**src/rtl/cmp_cond_pkg.sv**
```systemverilog
package cmp_cond_pkg;

    localparam int SYNC_STAGES = 2;
    localparam int DB_CODE_W   = 3;
    localparam int SEL_W       = 2;

    typedef enum logic {
        EDGE_RISE = 1'b0,
        EDGE_FALL = 1'b1
    } edge_sel_e;

    typedef struct packed {
        logic prev;
        logic flag;
    } edge_state_t;

endpackage

```
**src/rtl/cmp_sync.sv**
```systemverilog
module cmp_sync #(
    parameter int STAGES = cmp_cond_pkg::SYNC_STAGES
) (
    input  logic clk,
    input  logic rst_n,
    input  logic din,
    output logic dout
);

    logic [STAGES-1:0] shift_d;
    logic [STAGES-1:0] shift_q;

    always_comb begin
        shift_d = {shift_q[STAGES-2:0], din};
    end

    always_ff @(posedge clk or negedge rst_n) begin
        if (!rst_n) begin
            shift_q <= '0;
        end else begin
            shift_q <= shift_d;
        end
    end

    assign dout = shift_q[STAGES-1];

endmodule

```
**src/rtl/cmp_debounce.sv**
```systemverilog
module cmp_debounce #(
    parameter int CODE_W = cmp_cond_pkg::DB_CODE_W
) (
    input  logic              clk,
    input  logic              rst_n,
    input  logic              en,
    input  logic [CODE_W-1:0] code,
    input  logic              din,
    output logic              level
);

    localparam int CNT_W = (1 << CODE_W) - 1;

    typedef struct packed {
        logic [CNT_W-1:0] cnt;
        logic             filt;
    } db_state_t;

    db_state_t        st_d;
    db_state_t        st_q;
    logic [CNT_W-1:0] limit;

    // limit = 2^code - 1, built as a mask of code low ones
    always_comb begin
        for (int i = 0; i < CNT_W; i++) begin
            limit[i] = (i < int'(code));
        end
    end

    always_comb begin
        st_d = st_q;
        if (!en) begin
            st_d.cnt  = '0;
            st_d.filt = 1'b0;
        end else if (din == st_q.filt) begin
            st_d.cnt = '0;
        end else if (st_q.cnt >= limit) begin
            st_d.filt = din;
            st_d.cnt  = '0;
        end else begin
            st_d.cnt = st_q.cnt + 1'b1;
        end
    end

    always_ff @(posedge clk or negedge rst_n) begin
        if (!rst_n) begin
            st_q <= '0;
        end else begin
            st_q <= st_d;
        end
    end

    assign level = st_q.filt;

endmodule

```
**src/rtl/cmp_edge_flag.sv**
```systemverilog
module cmp_edge_flag
    import cmp_cond_pkg::*;
(
    input  logic      clk,
    input  logic      rst_n,
    input  logic      en,
    input  logic      level,
    input  edge_sel_e edge_sel,
    input  logic      clr,
    output logic      flag
);

    edge_state_t st_d;
    edge_state_t st_q;
    logic        rise_evt;
    logic        fall_evt;
    logic        hit;

    always_comb begin
        rise_evt = level & ~st_q.prev;
        fall_evt = ~level & st_q.prev;
        hit      = (edge_sel == EDGE_FALL) ? fall_evt : rise_evt;
        st_d     = st_q;
        if (!en) begin
            st_d.prev = 1'b0;
            st_d.flag = 1'b0;
        end else begin
            st_d.prev = level;
            if (hit) begin
                st_d.flag = 1'b1;
            end else if (clr) begin
                st_d.flag = 1'b0;
            end
        end
    end

    always_ff @(posedge clk or negedge rst_n) begin
        if (!rst_n) begin
            st_q <= '0;
        end else begin
            st_q <= st_d;
        end
    end

    assign flag = st_q.flag;

endmodule

```
**src/rtl/cmp_route_dec.sv**
```systemverilog
module cmp_route_dec #(
    parameter int SEL_W = cmp_cond_pkg::SEL_W
) (
    input  logic [SEL_W-1:0]        pos_sel,
    input  logic [SEL_W-1:0]        neg_sel,
    input  logic [SEL_W-1:0]        iref_sel,
    input  logic                    iref_en,
    output logic [(1<<SEL_W)-2:0]   pos_pin_en,
    output logic                    pos_gpio_rel,
    output logic [(1<<SEL_W)-2:0]   neg_pin_en,
    output logic                    neg_use_iref,
    output logic [(1<<SEL_W)-1:0]   iref_tap
);

    localparam int N_PINS = (1 << SEL_W) - 1;
    localparam int N_TAPS = 1 << SEL_W;

    // positive side: code 0 releases the pins, code i+1 routes pin i
    for (genvar i = 0; i < N_PINS; i++) begin : g_pos
        assign pos_pin_en[i] = (pos_sel == SEL_W'(i + 1));
    end
    assign pos_gpio_rel = (pos_sel == '0);

    // negative side: code i routes pin i, the top code picks the reference
    for (genvar i = 0; i < N_PINS; i++) begin : g_neg
        assign neg_pin_en[i] = (neg_sel == SEL_W'(i));
    end
    assign neg_use_iref = (neg_sel == SEL_W'(N_PINS));

    for (genvar t = 0; t < N_TAPS; t++) begin : g_tap
        assign iref_tap[t] = iref_en && (iref_sel == SEL_W'(t));
    end

endmodule

```
**src/rtl/cmp_chan_cond.sv**
```systemverilog
module cmp_chan_cond
    import cmp_cond_pkg::*;
#(
    parameter int DB_W   = cmp_cond_pkg::DB_CODE_W,
    parameter int S_W    = cmp_cond_pkg::SEL_W,
    parameter int STAGES = cmp_cond_pkg::SYNC_STAGES
) (
    input  logic                 clk,
    input  logic                 rst_n,
    input  logic                 chan_en,
    input  logic                 cmp_raw,
    input  logic [DB_W-1:0]      db_code,
    input  logic                 edge_sel,
    input  logic                 irq_en,
    input  logic                 irq_clr,
    input  logic [S_W-1:0]       pos_sel,
    input  logic [S_W-1:0]       neg_sel,
    input  logic [S_W-1:0]       iref_sel,
    input  logic                 iref_en,
    output logic                 cmp_level,
    output logic                 irq_flag,
    output logic                 irq_out,
    output logic [(1<<S_W)-2:0]  pos_pin_en,
    output logic                 pos_gpio_rel,
    output logic [(1<<S_W)-2:0]  neg_pin_en,
    output logic                 neg_use_iref,
    output logic [(1<<S_W)-1:0]  iref_tap
);

    logic      raw_sync;
    logic      filt_level;
    logic      req_flag;
    edge_sel_e edge_kind;

    assign edge_kind = edge_sel_e'(edge_sel);

    cmp_sync #(.STAGES(STAGES)) u_sync (
        .clk   (clk),
        .rst_n (rst_n),
        .din   (cmp_raw),
        .dout  (raw_sync)
    );

    cmp_debounce #(.CODE_W(DB_W)) u_db (
        .clk   (clk),
        .rst_n (rst_n),
        .en    (chan_en),
        .code  (db_code),
        .din   (raw_sync),
        .level (filt_level)
    );

    cmp_edge_flag u_edge (
        .clk      (clk),
        .rst_n    (rst_n),
        .en       (chan_en),
        .level    (filt_level),
        .edge_sel (edge_kind),
        .clr      (irq_clr),
        .flag     (req_flag)
    );

    cmp_route_dec #(.SEL_W(S_W)) u_route (
        .pos_sel      (pos_sel),
        .neg_sel      (neg_sel),
        .iref_sel     (iref_sel),
        .iref_en      (iref_en),
        .pos_pin_en   (pos_pin_en),
        .pos_gpio_rel (pos_gpio_rel),
        .neg_pin_en   (neg_pin_en),
        .neg_use_iref (neg_use_iref),
        .iref_tap     (iref_tap)
    );

    assign cmp_level = filt_level;
    assign irq_flag  = req_flag;
    assign irq_out   = req_flag & irq_en;

endmodule

```
**config.mk**
```make
export PLATFORM = sky130hd
export DESIGN_NAME = cmp_chan_cond
export DESIGN_NICKNAME = d
export VERILOG_FILES = /design/src/rtl/cmp_cond_pkg.sv /design/src/rtl/cmp_sync.sv /design/src/rtl/cmp_debounce.sv /design/src/rtl/cmp_edge_flag.sv /design/src/rtl/cmp_route_dec.sv /design/src/rtl/cmp_chan_cond.sv
export SDC_FILE = /design/constraint.sdc
export NUM_CORES = 1
export LEC_CHECK = 0
export CORE_UTILIZATION = 49
export CTS_CLUSTER_DIAMETER = 100
export DETAILED_ROUTE_END_ITERATION = 8
export DONT_BUFFER_PORTS = 1
export MAX_ROUTING_LAYER = met4
export PLACE_DENSITY = 0.66
export SYNTH_ARGS = -nofsm -noshare
export SYNTH_HDL_FRONTEND = slang
export SYNTH_SLANG_ARGS = --single-unit
```
**constraint.sdc**
```tcl
create_clock -name clk -period 1.82 [get_ports clk]
set_input_delay 0.182 -clock clk [delete_from_list [all_inputs] [get_ports clk]]
set_output_delay 0.182 -clock clk [all_outputs]
set_load 0.02 [all_outputs]
```
==> out/results.txt, run 1 <==
final core utilization: 61.3%
Clock H-tree levels: 1
number of slew-limit violations in the final report: 0
Seq/Total Area, Yosys: 35.3%
Post-CTS Repair Setup Buffers: 0
netlist area before placement: 850 sq um
Final period util: 95.5%
Die Area: 0.00190 sq mm
violation count after the first detailed-routing iteration: 14
final hold violation count: 0
number of global-route vias before repair: 650
register clock-pin slew on the reported worst setup and hold paths: 0.08 ns
initial antenna violation count: 0
multi-input gate area in the final layout: 518 sq um
number of rows in the core area: 14
class of the tightest hold or removal check: in2reg
RSZ-0062 raised after global routing: no
starting utilization of the core area: 54.5%
synthesis-stage register bit count: 12
TritonCTS buffer count: 3
most common library cells after synthesis: sky130_fd_sc_hd__dfrtp_1 (12), sky130_fd_sc_hd__ha_1 (8), sky130_fd_sc_hd__nor2_1 (7)
count of flip-flops with a built-in enable after synthesis: 0
leading cell types by total area after synthesis: sky130_fd_sc_hd__dfrtp_1 (35%), sky130_fd_sc_hd__ha_1 (12%), sky130_fd_sc_hd__nor4_2 (8.8%), sky130_fd_sc_hd__xor2_1 (4.1%), sky130_fd_sc_hd__nor2b_1 (3.7%)
WL final: 1520 um
data required time of the worst path: 2.02 ns
largest fanout of any net on the critical path: 3
arrival time at the worst endpoint: 1.94 ns
post-synth top area share: 35.3%
number of buffers inserted by hold repair at cts: 2
library cell with the highest instance count after synthesis: sky130_fd_sc_hd__dfrtp_1
post-route ant nets: 0
I/O pin count: 32
clock latency reported for the late side of the worst-skew pair: 0.28 ns
worst vdd rail ir drop: 0.407 mV
detailed placer's ending HPWL: 1160 um
violated checks: design-rule violations
min cycle time layout: 1.74 ns
Root Buffer Master: sky130_fd_sc_hd__clkbuf_4
number of nets produced by synthesis: 108
number of placed instances with taps included: 101
ratio of cells with drive above 1 in the final layout: 20.9%
diode insertion count for antenna repair: 0
die boundary height: 43.6 um
post-synthesis async set-or-reset flop share: 100%
run status: finished with violations
non-filler cells in the finished layout: 107
count of filler cells inserted in the layout: 134
Relative slew margins: 55.1%
FMAX: 576 MHz
setup tns final: 0 ns
net count of the finished layout: 117
final RePlAce weighted congestion: 0.717
total leakage power: 0.000430 uW
Synth Flop Type: sky130_fd_sc_hd__dfrtp_1
Worst Setup End Kind: flip-flop
number of maximum-capacitance violations: 0
Worst Slack Setup Final: 0.0827 ns
Setup Viol. Count Final: 0
overall overflow remaining after global route: 0
distinct cell type count of the synthesized netlist: 27
synthesized area divided by synthesized cell count: 10.2 sq um
first-pass detailed-route iteration total: 6
maximum number of pins on one net before global-route repair: 13
total power of the final layout: 615 uW
DR vias: 619
type of origin of the critical path: flip-flop
count of yosys warnings during synthesis: 0
Worst Max-Slew Pin Slew: 0.672 ns
overall die width: 43.6 um
Total GRT Usage: 19.3%
FF/Latch Area: 300 sq um
Max Clock Skew: 0.00328 ns
TritonCTS clock tree: built
maximum clock path buffer count: 2
cell accounting for the most synthesized area: sky130_fd_sc_hd__dfrtp_1
Floorplan Core Area: 0.00156 sq mm
Post-Place Setup Slack: 0.0445 ns
mean number of vias per cell: 5.79
cells after synthesis: 83
total number of clock tree sinks: 12
detail-routed net length per standard cell: 14.2 um
first-pass GRT wire length: 2530 um
quantity of gates resized following cts: 0
power density of the placed cells: 643 mW/mm^2
WS Path Type: reg2reg
number of design rule violations left after detail routing: 6
signed area change from the synthesized netlist to the final layout: 12.5%
number of I/O port buffers: 0
==> cell usage in the layout (no fill, tap or decap), drive strengths merged <==
| master | netlist | routed |
|---|---|---|
| dfrtp | 12 | 12 |
| nand3 | 5 | 5 |
| nor2b | 5 | 5 |
| inv | 5 | 5 |
| a221oi | 1 | 1 |
| mux2i | 1 | 1 |
| nor2 | 8 | 8 |
| a2111oi | 1 | 1 |
| a211oi | 1 | 1 |
| ha | 8 | 8 |
| nor4b | 1 | 1 |
| or3 | 2 | 2 |
| buf | 2 | 4 |
| and3b | 1 | 1 |
| a21oi | 2 | 2 |
| o21ai | 3 | 3 |
| and2 | 4 | 4 |
| xor2 | 4 | 4 |
| clkbuf | 0 | 4 |
| and3 | 3 | 3 |
| dlygate4sd3 | 0 | 2 |
| xnor2 | 2 | 2 |
| nand2 | 4 | 4 |
| nor3b | 1 | 1 |
| nor4 | 6 | 6 |
| and4 | 1 | 1 |
==> state kept, by name, indices dropped and copies added, names as in the netlist <==
name and cells:
u_db.level 1, u_db.st_q 7, u_edge.flag 1, u_edge.st_q 1
u_sync.shift_q 2
==> layout make-up <==
class,instances,share of cell area (%)
inverters,5,1.96
well taps,16,2.09
repair buffers,6,6.54
clock buffers,4,3.80
flip-flops and latches,12,31.4
multi-input cells,64,54.2
==> through the flow <==
step	instance area [sq um]	hold slack, ns
finish	956	0.0448
global route	956	0.0564
CTS	956	0.0515
detailed placement	900	-0.113
global placement	900	-0.113
floorplan	850	-0.114
==> worst paths after layout <==
| kind | startpoint | endpoint | slack [ns] | depth (start not counted) |
|---|---|---|---|---|
| max | u_db.st_q[5]$_DFF_PN0_ | u_db.level$_DFFE_PN0P_ | 0.08 | 5 |
| min | chan_en | u_db.level$_DFFE_PN0P_ | 0.04 | 2 |
| max reg2reg | u_db.st_q[5]$_DFF_PN0_ | u_db.level$_DFFE_PN0P_ | 0.08 | 5 |
| min reg2reg | u_sync.shift_q[0]$_DFF_PN0_ | u_sync.shift_q[1]$_DFF_PN0_ | 0.36 | 0 |
| max in group asynchronous | rst_n | u_db.st_q[7]$_DFF_PN0_ | 1.12 | 1 |
| min in group asynchronous | rst_n | u_db.st_q[2]$_DFF_PN0_ | 0.33 | 1 |
==> where the power goes <==
group          internal, uW  total, uW  switching, uW
clock network           122        221           98.8
logic                  41.0        103           62.1
registers               277        291           14.1
==> worst max-delay path, cell delays in order, from the launching register on <==
cell and delay [ns]:
sky130_fd_sc_hd__dfrtp_1 0.42, sky130_fd_sc_hd__ha_1 0.33, sky130_fd_sc_hd__a211oi_2 0.27, sky130_fd_sc_hd__nor2_4 0.08, sky130_fd_sc_hd__a2111oi_4 0.33, sky130_fd_sc_hd__mux2i_1 0.23
==> per-layer routing <==
metal | GRT usage, % | vias up | share of wire (%)
li1 | - | 310 | -
met1 | 23.4 | 279 | 48
met2 | 30.4 | 27 | 45
met3 | 3.75 | 3 | 5.1
met4 | 9.38 | 0 | 1.5
met5 | - | - | 0
==> kinds of logic after synthesis <==
group	share of synthesized area, %
AND/OR/NAND/NOR	33.1
multiplexers	1.18
XOR/XNOR	6.19
adder cells (fa/ha/maj)	11.8
buffers and inverters	3.68
AO/OA/AOI/OAI	8.69
flip-flops	35.3
Note: power is estimated with default switching activity, not from simulation.
==> inputs of run 2 (changes only) <==
CAP_MARGIN = 30   (was default)
clock period = 1.7 ns   (was 1.82 ns; I/O delays follow)
==> out/results.txt, run 2 (synthesis gave the netlist of run 1 again) <==
register clock-pin slew on the reported worst setup and hold paths: 0.08 ns (about the same)
net switching component of the power: 183 uW (was 175 uW)
number of slew-limit violations in the final report: 0 (unchanged)
FMAX: 621 MHz (was 576 MHz)
min cycle time layout: 1.61 ns (was 1.74 ns)
worst reg-to-reg path cell count: 6 (was 5)
detail-routed net length per standard cell: 13.2 um (was 14.2 um)
die boundary height: 43.6 um (unchanged)
ratio of cells with drive above 1 in the final layout: 28.4% (was 20.9%)
Worst Setup End Kind: flip-flop (unchanged)
Die Area: 0.00190 sq mm (unchanged)
initial antenna violation count: 0 (unchanged)
total leakage power: 0.000457 uW (was 0.000430 uW)
non-filler cells in the finished layout: 111 (was 107)
register ranked first by flip-flop count: u_db.st_q (unchanged)
max FFs per register: 7 (unchanged)
first-pass detailed-route iteration total: 6 (unchanged)
Final period util: 94.7% (was 95.5%)
mean number of vias per cell: 5.70 (was 5.79)
Root Buffer Master: sky130_fd_sc_hd__clkbuf_4 (unchanged)
type of origin of the critical path: flip-flop (unchanged)
maximum number of pins on one net before global-route repair: 13 (unchanged)
leading registers by flop count: u_db.st_q: 7 flops, u_sync.shift_q: 2 flops (unchanged)
post-route worst hold slack: 0.0401 ns (was 0.0448 ns)
Total GRT Usage: 19.5% (was 19.3%)
total number of clock tree sinks: 12 (unchanged)
Post-CTS Repair Setup Buffers: 0 (unchanged)
violation count after the first detailed-routing iteration: 12 (was 14)
I/O pin count: 32 (unchanged)
run status: finished with violations (unchanged)
number of design rule violations left after detail routing: 5 (was 6)
number of placed instances with taps included: 105 (was 101)
WL final: 1470 um (was 1520 um)
number of I/O port buffers: 0 (unchanged)
violated checks: design-rule violations (unchanged)
final hold violation count: 0 (unchanged)
most frequent cells in the layout: sky130_fd_sc_hd__dfrtp_1 (12), sky130_fd_sc_hd__nor2_1 (7), sky130_fd_sc_hd__ha_1 (7), sky130_fd_sc_hd__buf_4 (7) (was sky130_fd_sc_hd__dfrtp_1 (12), sky130_fd_sc_hd__ha_1 (8), sky130_fd_sc_hd__nor2_1 (7))
number of maximum-capacitance violations: 0 (unchanged)
maximum clock path buffer count: 2 (unchanged)
proportion of power drawn by combinational gates: 19.2% (was 16.8%)
setup tns final: 0 ns (unchanged)
starting utilization of the core area: 54.5% (unchanged)
number of rows in the core area: 14 (unchanged)
Setup Viol. Count Final: 0 (unchanged)
Relative slew margins: 54.4% (was 55.1%)
register share of total power: 46.4% (was 47.4%)
Worst Max-Slew Pin Slew: 0.683 ns (was 0.672 ns)
Floorplan Core Area: 0.00156 sq mm (unchanged)
count of filler cells inserted in the layout: 128 (was 134)
post-route ant nets: 0 (unchanged)
Max Clock Skew: 0.00680 ns (was 0.00328 ns)
arrival time at the worst endpoint: 1.79 ns (was 1.94 ns)
Clock H-tree levels: 1 (unchanged)
power density of the placed cells: 649 mW/mm^2 (was 643 mW/mm^2)
DR vias: 633 (was 619)
number of global-route vias before repair: 602 (was 650)
first-pass GRT wire length: 2540 um (was 2530 um)
class of the tightest hold or removal check: in2reg (unchanged)
Clk network pwr share: 34.4% (was 35.9%)
net count of the finished layout: 121 (was 117)
proportion of total power due to net switching: 27.7% (was 28.5%)
worst vdd rail ir drop: 0.411 mV (was 0.407 mV)
internal power consumption: 478 uW (was 440 uW)
most common cell after layout, fill and taps aside: sky130_fd_sc_hd__dfrtp_1 (unchanged)
TritonCTS clock tree: built (unchanged)
final RePlAce weighted congestion: 0.826 (was 0.717)
TritonCTS buffer count: 3 (unchanged)
detailed placer's ending HPWL: 1100 um (was 1160 um)
overall die width: 43.6 um (unchanged)
clock latency reported for the late side of the worst-skew pair: 0.28 ns (about the same)
largest fanout of any net on the critical path: 7 (was 3)
overall overflow remaining after global route: 0 (unchanged)
diode insertion count for antenna repair: 0 (unchanged)
number of stages on the worst hold path: 2 (unchanged)
data required time of the worst path: 1.88 ns (was 2.02 ns)
signed area change from the synthesized netlist to the final layout: 19.9% (was 12.5%)
WS Path Type: reg2reg (unchanged)
==> run 2: timing repair <==
action,in CTS,in global routing
setup endpoints to repair,1,7
pin swaps,2,1
cloned,0,0
hold endpoints to repair,13,0
resized for setup,0,6
hold buffers,2,0
==> run 2: area by class of cell <==
class | instances | area, sq um | share of cell area, %
clock buffer | 4 | 36.3 | 3.56
inverter | 5 | 18.8 | 1.84
multi-input combinational | 64 | 551 | 54.1
sequential | 12 | 300 | 29.5
tap | 16 | 20.0 | 1.97
timing repair buffer | 10 | 92.6 | 9.09
==> run 2: final timing paths <==
path | startpoint | endpoint | slack [ns]
worst max-delay path | u_db.st_q[3]$_DFF_PN0_ | u_db.st_q[6]$_DFF_PN0_ | 0.09
worst min-delay path | chan_en | u_db.level$_DFFE_PN0P_ | 0.04
worst max register to register | u_db.st_q[3]$_DFF_PN0_ | u_db.st_q[6]$_DFF_PN0_ | 0.09
worst min register to register | u_sync.shift_q[0]$_DFF_PN0_ | u_sync.shift_q[1]$_DFF_PN0_ | 0.36
max in group asynchronous | rst_n | u_sync.shift_q[0]$_DFF_PN0_ | 1.03
min in group asynchronous | rst_n | u_db.st_q[4]$_DFF_PN0_ | 0.31
==> run 2: power groups by stage <==
stage	Clock (uW)	Combinational, uW	Sequential, uW
after floorplan	0	86.8	317
after global placement	0	109	312
after detailed placement	0	110	313
after CTS	233	120	307
after global routing	243	141	308
final	228	127	307
==> run 2: per-stage QoR <==
stage,area (sq um),setup WS (ns),power [uW],util [%]
floorplan,850,0.0379,404,-
global placement,930,-0.0346,421,59.6
detailed placement,930,-0.0462,422,59.6
CTS,986,0.0440,660,63.2
global route,1020,-0.00335,693,65.3
finish,1020,0.0894,661,65.3
==> run 2: layer usage <==
layer / GRT usage, % / routed length (um)
met4: 11.3 / 24
met3: 3.75 / 86
met1: 25.2 / 712
met2: 28.4 / 645
met5: - / 0
==> run 2: worst max-delay path, cell delays in order, from the launching register on <==
cell,delay (ns)
sky130_fd_sc_hd__dfrtp_1,0.39
sky130_fd_sc_hd__ha_1,0.32
sky130_fd_sc_hd__a21oi_2,0.14
sky130_fd_sc_hd__o21ai_2,0.09
sky130_fd_sc_hd__and2_1,0.17
sky130_fd_sc_hd__buf_12,0.14
sky130_fd_sc_hd__nor4_4,0.25
